## src/rtl/sgi_pkg.sv

```systemverilog
package sgi_pkg;

  // Field positions inside the written request word
  localparam int unsigned ID_LSB   = 0;
  localparam int unsigned ID_BITS  = 4;
  localparam int unsigned LST_LSB  = 16;
  localparam int unsigned LST_BITS = 8;
  localparam int unsigned SEL_LSB  = 24;

  typedef enum logic [1:0] {
    SEL_LIST   = 2'b00,
    SEL_OTHERS = 2'b01,
    SEL_SELF   = 2'b10,
    SEL_RSVD   = 2'b11
  } sgi_sel_e;

endpackage

```

## src/rtl/sgi_decode.sv

```systemverilog
module sgi_decode
  import sgi_pkg::*;
#(
  parameter int unsigned NT   = 8,
  parameter int unsigned IDW  = 4,
  localparam int unsigned SRCW = (NT > 1) ? $clog2(NT) : 1
) (
  input  logic            wr_valid,
  input  logic [31:0]     wr_word,
  input  logic [SRCW-1:0] wr_src,
  output logic            dec_valid,
  output logic [NT-1:0]   dec_mask,
  output logic [IDW-1:0]  dec_id
);

  // Target selection, kept as a function so the rule reads in one place
  function automatic logic [NT-1:0] pick_targets(
    input sgi_sel_e         sel,
    input logic [NT-1:0]   lst,
    input logic [SRCW-1:0] src
  );
    logic [NT-1:0] me;
    me = NT'(1) << src;
    case (sel)
      SEL_LIST:   pick_targets = lst;
      SEL_OTHERS: pick_targets = ~me;
      SEL_SELF:   pick_targets = me;
      default:    pick_targets = '0;
    endcase
  endfunction

  sgi_sel_e      sel;
  logic [NT-1:0] lst;
  logic [NT-1:0] tgt;

  assign sel       = sgi_sel_e'(wr_word[SEL_LSB +: 2]);
  assign lst       = wr_word[LST_LSB +: NT];
  assign tgt       = pick_targets(sel, lst, wr_src);
  assign dec_mask  = wr_valid ? tgt : '0;
  assign dec_valid = |dec_mask;
  assign dec_id    = wr_word[ID_LSB +: IDW];

endmodule

```

## src/rtl/sgi_pend_bank.sv

```systemverilog
module sgi_pend_bank #(
  parameter int unsigned NID = 16,
  localparam int unsigned IDW = $clog2(NID)
) (
  input  logic           clk,
  input  logic           rst_n,
  input  logic           set_en,
  input  logic [IDW-1:0] set_id,
  input  logic [NID-1:0] clr,
  output logic [NID-1:0] pend,
  output logic           was_pend
);

  logic [NID-1:0] set_bits;

  assign set_bits = set_en ? (NID'(1) << set_id) : '0;
  assign was_pend = pend[set_id];

  // Clear first, then set: a set on the same edge wins
  always_ff @(posedge clk) begin
    if (!rst_n) pend <= '0;
    else        pend <= (pend & ~clr) | set_bits;
  end

endmodule

```

## src/rtl/sgi_dispatch.sv

```systemverilog
module sgi_dispatch
  import sgi_pkg::*;
#(
  parameter int unsigned NT  = 8,
  parameter int unsigned NID = 16,
  localparam int unsigned IDW  = $clog2(NID),
  localparam int unsigned SRCW = (NT > 1) ? $clog2(NT) : 1
) (
  input  logic              clk,
  input  logic              rst_n,
  input  logic              wr_valid,
  input  logic [31:0]       wr_word,
  input  logic [SRCW-1:0]   wr_src,
  input  logic [NT*NID-1:0] clr_bits,
  output logic [NT-1:0]     set_stb,
  output logic [IDW-1:0]    set_id,
  output logic [NT-1:0]     fresh_stb,
  output logic [NT*NID-1:0] pend_vec
);

  // Named internal events
  logic            dec_valid;
  logic [NT-1:0]   dec_mask;
  logic [IDW-1:0]  dec_id;
  logic [NT-1:0]   old_bit;

  sgi_decode #(.NT(NT), .IDW(IDW)) u_dec (
    .wr_valid (wr_valid),
    .wr_word  (wr_word),
    .wr_src   (wr_src),
    .dec_valid(dec_valid),
    .dec_mask (dec_mask),
    .dec_id   (dec_id)
  );

  for (genvar g = 0; g < NT; g++) begin : g_tgt
    sgi_pend_bank #(.NID(NID)) u_bank (
      .clk     (clk),
      .rst_n   (rst_n),
      .set_en  (dec_mask[g]),
      .set_id  (dec_id),
      .clr     (clr_bits[g*NID +: NID]),
      .pend    (pend_vec[g*NID +: NID]),
      .was_pend(old_bit[g])
    );
  end

  always_ff @(posedge clk) begin
    if (!rst_n) begin
      set_stb   <= '0;
      set_id    <= '0;
      fresh_stb <= '0;
    end else begin
      set_stb   <= dec_mask;
      fresh_stb <= dec_mask & ~old_bit;
      if (dec_valid) set_id <= dec_id;
    end
  end

endmodule

```

## config.mk

```make
export PLATFORM = sky130hd
export DESIGN_NAME = sgi_dispatch
export DESIGN_NICKNAME = d
export VERILOG_FILES = /design/src/rtl/sgi_pkg.sv /design/src/rtl/sgi_decode.sv /design/src/rtl/sgi_pend_bank.sv /design/src/rtl/sgi_dispatch.sv
export SDC_FILE = /design/constraint.sdc
export NUM_CORES = 1
export LEC_CHECK = 0
export ABC_AREA = 1
export ABC_CLOCK_PERIOD_IN_PS = 2300
export BUFFER_PORTS_ARGS = -buffer_cell sky130_fd_sc_hd__buf_2
export CAP_MARGIN = 20
export CORE_UTILIZATION = 53
export DETAILED_ROUTE_END_ITERATION = 16
export PLACE_DENSITY = 0.91
export SKIP_CTS_REPAIR_TIMING = 1
export SKIP_LAST_GASP = 1
export SLEW_MARGIN = 5
export SYNTH_ARGS = -nofsm -noshare
export SYNTH_HDL_FRONTEND = slang
export SYNTH_HIERARCHICAL = 1
export SYNTH_SLANG_ARGS = --single-unit
export TNS_END_PERCENT = 10
```

## constraint.sdc

```tcl
create_clock -name clk -period 2.3 [get_ports clk]
set_input_delay 0.69 -clock clk [delete_from_list [all_inputs] [get_ports clk]]
set_output_delay 0.69 -clock clk [all_outputs]
set_load 0.05 [all_outputs]
```

==> out/metrics.cfg, run 1 <==
[floorplan]
core_sq_um=14000
core.rowCount=43
floorplan.die_area_sq_um=15000
die_w_microns=122
dieHeight_microns=122
initial_util_pct=54.9
pin_count=314

[critical_path]
cpMaxStageDelayCell=sky130_fd_sc_hd__dfxtp_1
start_kind=flip-flop
cp_max_fo=3
cp_num_buf_inv=1
worst_path_dominant_cell_family=flip-flops
timing.critical_path.to_type=output port
timing.critical_path.slowest_cell_delay_ns=0.40
arrival_time_at_the_worst_endpoint_ns=1.11
critical_path.cell_chain=buf_2
critical_path_class=flip-flop to output port
required_ns=1.61

[grt]
antenna_found_initial=3
grt_overflow=0
largest_net_degree_at_the_start_of_global_routing=58
first_global_vias=7647
grt.total_usage_pct=29.3
global_route_wire_length_before_repair_microns=34600

[clock_tree]
clk_transition_reported_paths_ns=0.06
cts_buffers=17
clock_tree.htree_level_count=4
cts_root_buf=sky130_fd_sc_hd__clkbuf_16
cts_max_path_buffers=2
worst_skew_pair.late_latency_ns=0.42
clock-sinks=148
tritoncts=done

[routing]
final_antenna_net_count=0
dr_total_vias=8718
finalWirelength_microns=22200
drcViolationCount=0
detail_route.iter0.violations=780
detail_route.wl_per_cell_microns=12.7
drt_pre_antenna_iters=5
route.detailed.vias_per_inst=5.01

[place]
io_buffers=295
post_dp_cell_area_sq_um=9260
dp_hpwl_microns=16400
gp_routability_congestion=0.926
pre_cts_slack_ns=0.316
placedCellCount=1705

[timing]
final.setup_skew_ns=0.00813
hold_ws_ns=0.472
final_max_slew_viol_count=0
clock.fmax_mhz=556
final.min_clock_period_ns=1.80
setup_viol=0
fin_tns_setup_ns=0
period_share_pct=78.2
timing.final.hold_violations=0
worst_slew_margin_rel_pct=66.2
rsz0062_at_grt=false
worstMarginPinSlew_ns=0.507
final_critical_path_setup_slack_ns=0.502

[status]
status=complete, no violations

[synthesis]
synth_async_sr_flop_share_pct=0
yosysMostFrequentCell=sky130_fd_sc_hd__nand2_1
synth_cell_types=18
yosys.area.top_type=sky130_fd_sc_hd__dfxtp_1
post-synth-top-area-fraction_pct=38.6
synth_cells=1250
ys_warnings=6
syn_nets=1416
synth-edff-count=0
netlist_top_cells_count=sky130_fd_sc_hd__nand2_1, sky130_fd_sc_hd__inv_1, sky130_fd_sc_hd__dfxtp_1
avgSynthCellArea_sq_um=6.15
mappedNetlistArea_sq_um=7680
postSynthRegisterBits=148
synth_top_flop_cell=sky130_fd_sc_hd__dfxtp_1
seq_area_frac_synth_pct=38.6
synth.top_cells.by_area=sky130_fd_sc_hd__dfxtp_1, sky130_fd_sc_hd__nand2_1, sky130_fd_sc_hd__inv_1

[power]
pwr_density_cell_nw_per_um2=643
peakVddDrop_uv=420
total_power_mw=6.36
p_leak_nw=5.54

[cells_and_area]
layout.core_utilization_pct=70.7
area_growth_syn_to_layout_pct=28.7
finalNetCount=1710
layout.filler_cells=1200
drive_above_1_share_pct=24.1
final-instance-count-excl-fill=1739
finish.instance_area_sq_um=9890

[hold_path]
min_path_type=flip-flop to flip-flop

[job]
maxCapViolations=0

[worst paths after layout]
check                       end                     start  cells after the start  slack (ns)
setup / recovery  pend_vec[123]  g_tgt[7].u_bank/pend[11]                      1        0.50
setup reg to reg   fresh_stb[4]  g_tgt[4].u_bank/pend[15]                      7        1.29
hold reg to reg       set_id[0]                 set_id[0]                      2        0.47
hold / removal        set_id[0]                 set_id[0]                      2        0.47
[report_power, final]
group,switching (mW),internal (mW)
clock,1.03,1.89
combinational,0.564,0.242
sequential,0.0229,2.60
total,1.62,4.74
[per-layer routing]
| metal | GRT usage [%] | share of wire, % | up-vias | wire length [microns] |
|---|---|---|---|---|
| met5 | 0 | 0 | - | 0 |
| met4 | 14.7 | 3.4 | 0 | 756 |
| met3 | 6.55 | 8.8 | 59 | 1950 |
| met2 | 51.3 | 49 | 434 | 10800 |
| met1 | 33.4 | 39 | 3816 | 8610 |
| li1 | - | - | 4409 | - |
[cell usage in the layout, fill, tap and decap left out]
cell | Yosys | layout
sky130_fd_sc_hd__buf_4 | 4 | 3
sky130_fd_sc_hd__buf_2 | 9 | 295
sky130_fd_sc_hd__nor2_1 | 117 | 117
sky130_fd_sc_hd__nand2_1 | 525 | 525
sky130_fd_sc_hd__nand4_1 | 7 | 7
sky130_fd_sc_hd__nor2_4 | 8 | 8
sky130_fd_sc_hd__a21oi_1 | 103 | 103
sky130_fd_sc_hd__buf_12 | 0 | 4
sky130_fd_sc_hd__nor2_2 | 2 | 2
sky130_fd_sc_hd__clkinv_4 | 0 | 1
sky130_fd_sc_hd__bufinv_16 | 0 | 4
sky130_fd_sc_hd__clkbuf_16 | 0 | 17
sky130_fd_sc_hd__nand3_2 | 3 | 3
sky130_fd_sc_hd__clkbuf_8 | 0 | 3
sky130_fd_sc_hd__nand2_4 | 1 | 1
sky130_fd_sc_hd__inv_4 | 2 | 2
sky130_fd_sc_hd__inv_2 | 27 | 27
sky130_fd_sc_hd__nor2_8 | 1 | 1
sky130_fd_sc_hd__clkinv_2 | 0 | 3
sky130_fd_sc_hd__a22oi_1 | 32 | 32
sky130_fd_sc_hd__dfxtp_1 | 148 | 148
sky130_fd_sc_hd__clkbuf_1 | 0 | 2
sky130_fd_sc_hd__nand3_1 | 60 | 60
sky130_fd_sc_hd__inv_1 | 187 | 187
sky130_fd_sc_hd__diode_2 | 0 | 3
sky130_fd_sc_hd__clkinvlp_4 | 0 | 1
[kinds of logic (layout without fill, tap and decap cells)]
group	Yosys count	after routing	share of synthesized area [%]
simple gates	724	724	38.0
flops	148	148	38.6
buf+inv	243	549	13.6
other cells	0	3	0
compound gates	135	135	9.83
[final cells by class]
type | count | area [sq um] | area share (%)
inverters | 216 | 816 | 8.25
diodes | 3 | 7.51 | 0.0759
repair buffers | 302 | 1580 | 16.0
well taps | 180 | 225 | 2.28
clock inverters | 9 | 151 | 1.53
multi-input cells | 859 | 3670 | 37.1
flip-flops and latches | 148 | 2960 | 30.0
clock buffers | 22 | 474 | 4.80
[registers in the layout, summed over array words and instances, names as in the netlist]
| register | flops |
|---|---|
| g_tgt.u_bank/pend | 128 |
| set_id | 4 |
| set_stb | 8 |
| fresh_stb | 8 |
Power figures use the tool's default switching activity.
==> run 2: changes to the inputs <==
Settings changed: ABC_CLOCK_PERIOD_IN_PS 2300 to 1760, CORE_UTILIZATION 53 to 49, PLACE_DENSITY 0.91 to 0.85.
Clock period 2.3 ns to 1.76 ns, I/O delays scaled along.
==> out/metrics.cfg, run 2 (synthesized netlist as in run 1, its figures left out) <==
[status]
status=complete, no violations

[floorplan]
die_w_microns=127
core.rowCount=45
dieHeight_microns=127
floorplan.die_area_sq_um=16200
initial_util_pct=50.4
core_sq_um=15300
pin_count=314

[clock_tree]
clock-sinks=148
clk_transition_reported_paths_ns=0.06
cts_max_path_buffers=2
cts_root_buf=sky130_fd_sc_hd__clkbuf_16
cts_buffers=17
tritoncts=done
worst_skew_pair.late_latency_ns=0.42
clock_tree.htree_level_count=4

[critical_path]
worstReg2RegStart=g_tgt[2].u_bank/pend[6]
cpMaxStageDelayCell=sky130_fd_sc_hd__dfxtp_1
start_kind=flip-flop
crit_end=pend_vec[92]
critical_path_class=flip-flop to output port
ff2ff_setup_slack_ns=0.77
required_ns=1.23
worst_path_dominant_cell_family=flip-flops
timing.critical_path.slowest_cell_delay_ns=0.39
regToRegEndpoint=fresh_stb[2]
cp_num_cells=1
cp_max_fo=3
cp_num_buf_inv=1
reg2regPathDepth=7
critical_path.cell_chain=buf_2
arrival_time_at_the_worst_endpoint_ns=1.10
timing.critical_path.to_type=output port
worst_setup_path_startpoint=g_tgt[5].u_bank/pend[12]

[place]
pre_cts_slack_ns=-0.0781
dp_hpwl_microns=16900
io_buffers=295
gp_routability_congestion=0.886

[grt]
grt.total_usage_pct=28.1
global_route_wire_length_before_repair_microns=36200
grt_overflow=0
antenna_found_initial=5
first_global_vias=7912
largest_net_degree_at_the_start_of_global_routing=45

[cells_and_area]
finalNetCount=1715
final_cell_mix=sky130_fd_sc_hd__nand2_1, sky130_fd_sc_hd__buf_2, sky130_fd_sc_hd__inv_1
biggestRegsByFlops=g_tgt.u_bank/pend x128, fresh_stb x8, set_stb x8
register_ranked_first_by_flip_flop_count=g_tgt.u_bank/pend
final_common_cell=sky130_fd_sc_hd__nand2_1
number_of_flip_flops_under_the_largest_register_name=128
drive_above_1_share_pct=24.5
area_growth_syn_to_layout_pct=30.0

[timing]
final.min_clock_period_ns=1.63
worstMarginPinSlew_ns=0.529
setup_viol=0
final_critical_path_setup_slack_ns=0.134
clock.fmax_mhz=615
worst_slew_margin_rel_pct=64.7
final_max_slew_viol_count=0
timing.final.hold_violations=0
rsz0062_at_grt=false
fin_tns_setup_ns=0
final.setup_skew_ns=0.00566
period_share_pct=92.4

[power]
pwr-share-seq_pct=42.3
p_leak_nw=5.57
total_power_mw=8.12
switching_share_pct=27.0
combPwrFrac_pct=13.3
peakVddDrop_uv=593
p_clk_share_pct=44.5
pwr_density_cell_nw_per_um2=813
internal_power_mw=5.93
switching_power_mw=2.19

[routing]
final_antenna_net_count=0
dr_total_vias=8780
drt_pre_antenna_iters=5
detail_route.wl_per_cell_microns=12.7
drcViolationCount=0
detail_route.iter0.violations=660
finalWirelength_microns=22500
route.detailed.vias_per_inst=4.94

[job]
maxCapViolations=0

[hold_path]
min_path_type=input port to flip-flop

-- run 2: metrics by stage --
stage	instance area [sq um]	util, %	hold slack [ns]	std cells
2_1_floorplan	7680	-	0.644	1250
3_5_place_dp	9380	61.5	0.464	1741
3_3_place_gp	9380	61.5	0.453	1741
5_1_grt	9980	65.4	0.339	1776
4_1_cts	9980	65.4	0.332	1773
6_report	9990	65.5	0.349	1778
-- run 2: worst min-delay path by stage --
stage | start | end | slack (ns) | cells after the start
floorplan | rst_n | set_stb[6] | 0.64 | 2
global placement | set_id[0] | set_id[0] | 0.45 | 2
detailed placement | set_id[1] | set_id[1] | 0.46 | 2
CTS | clr_bits[84] | g_tgt[5].u_bank/pend[4] | 0.33 | 4
global route | clr_bits[32] | g_tgt[2].u_bank/pend[0] | 0.34 | 4
finish | clr_bits[84] | g_tgt[5].u_bank/pend[4] | 0.35 | 4
-- run 2: power by group through the flow --
stage	Combinational [mW]	Sequential, mW	Clock [mW]
after global placement	1.05	3.50	0
final	1.08	3.43	3.61
after global routing	1.18	3.43	3.84
after CTS	1.07	3.43	3.67
after detailed placement	1.07	3.51	0
after floorplan	0.531	3.67	0
-- run 2: routing by layer --
layer | up-vias | wire (microns) | track usage (%)
met5 | - | 26 | 0
met4 | 4 | 496 | 9.94
met3 | 49 | 1700 | 6.95
met2 | 389 | 10900 | 49.7
met1 | 3915 | 9340 | 33.1
li1 | 4423 | - | -
-- run 2: tightest hold or removal path, delay by kind of cell --
family / cells / cell delay, ns
AO/OA/AOI/OAI: 1 / 0.05
buffers and inverters: 2 / 0.10
AND/OR/NAND/NOR: 1 / 0.04
-- run 2: final cells by class --
class,instances,area [sq um]
diodes,5,12.5
clock buffers,20,467
clock inverters,12,128
fillers,1388,5270
inverters,216,816
multi-input cells,859,3670
flip-flops and latches,148,2960
well taps,211,264
repair buffers,307,1670
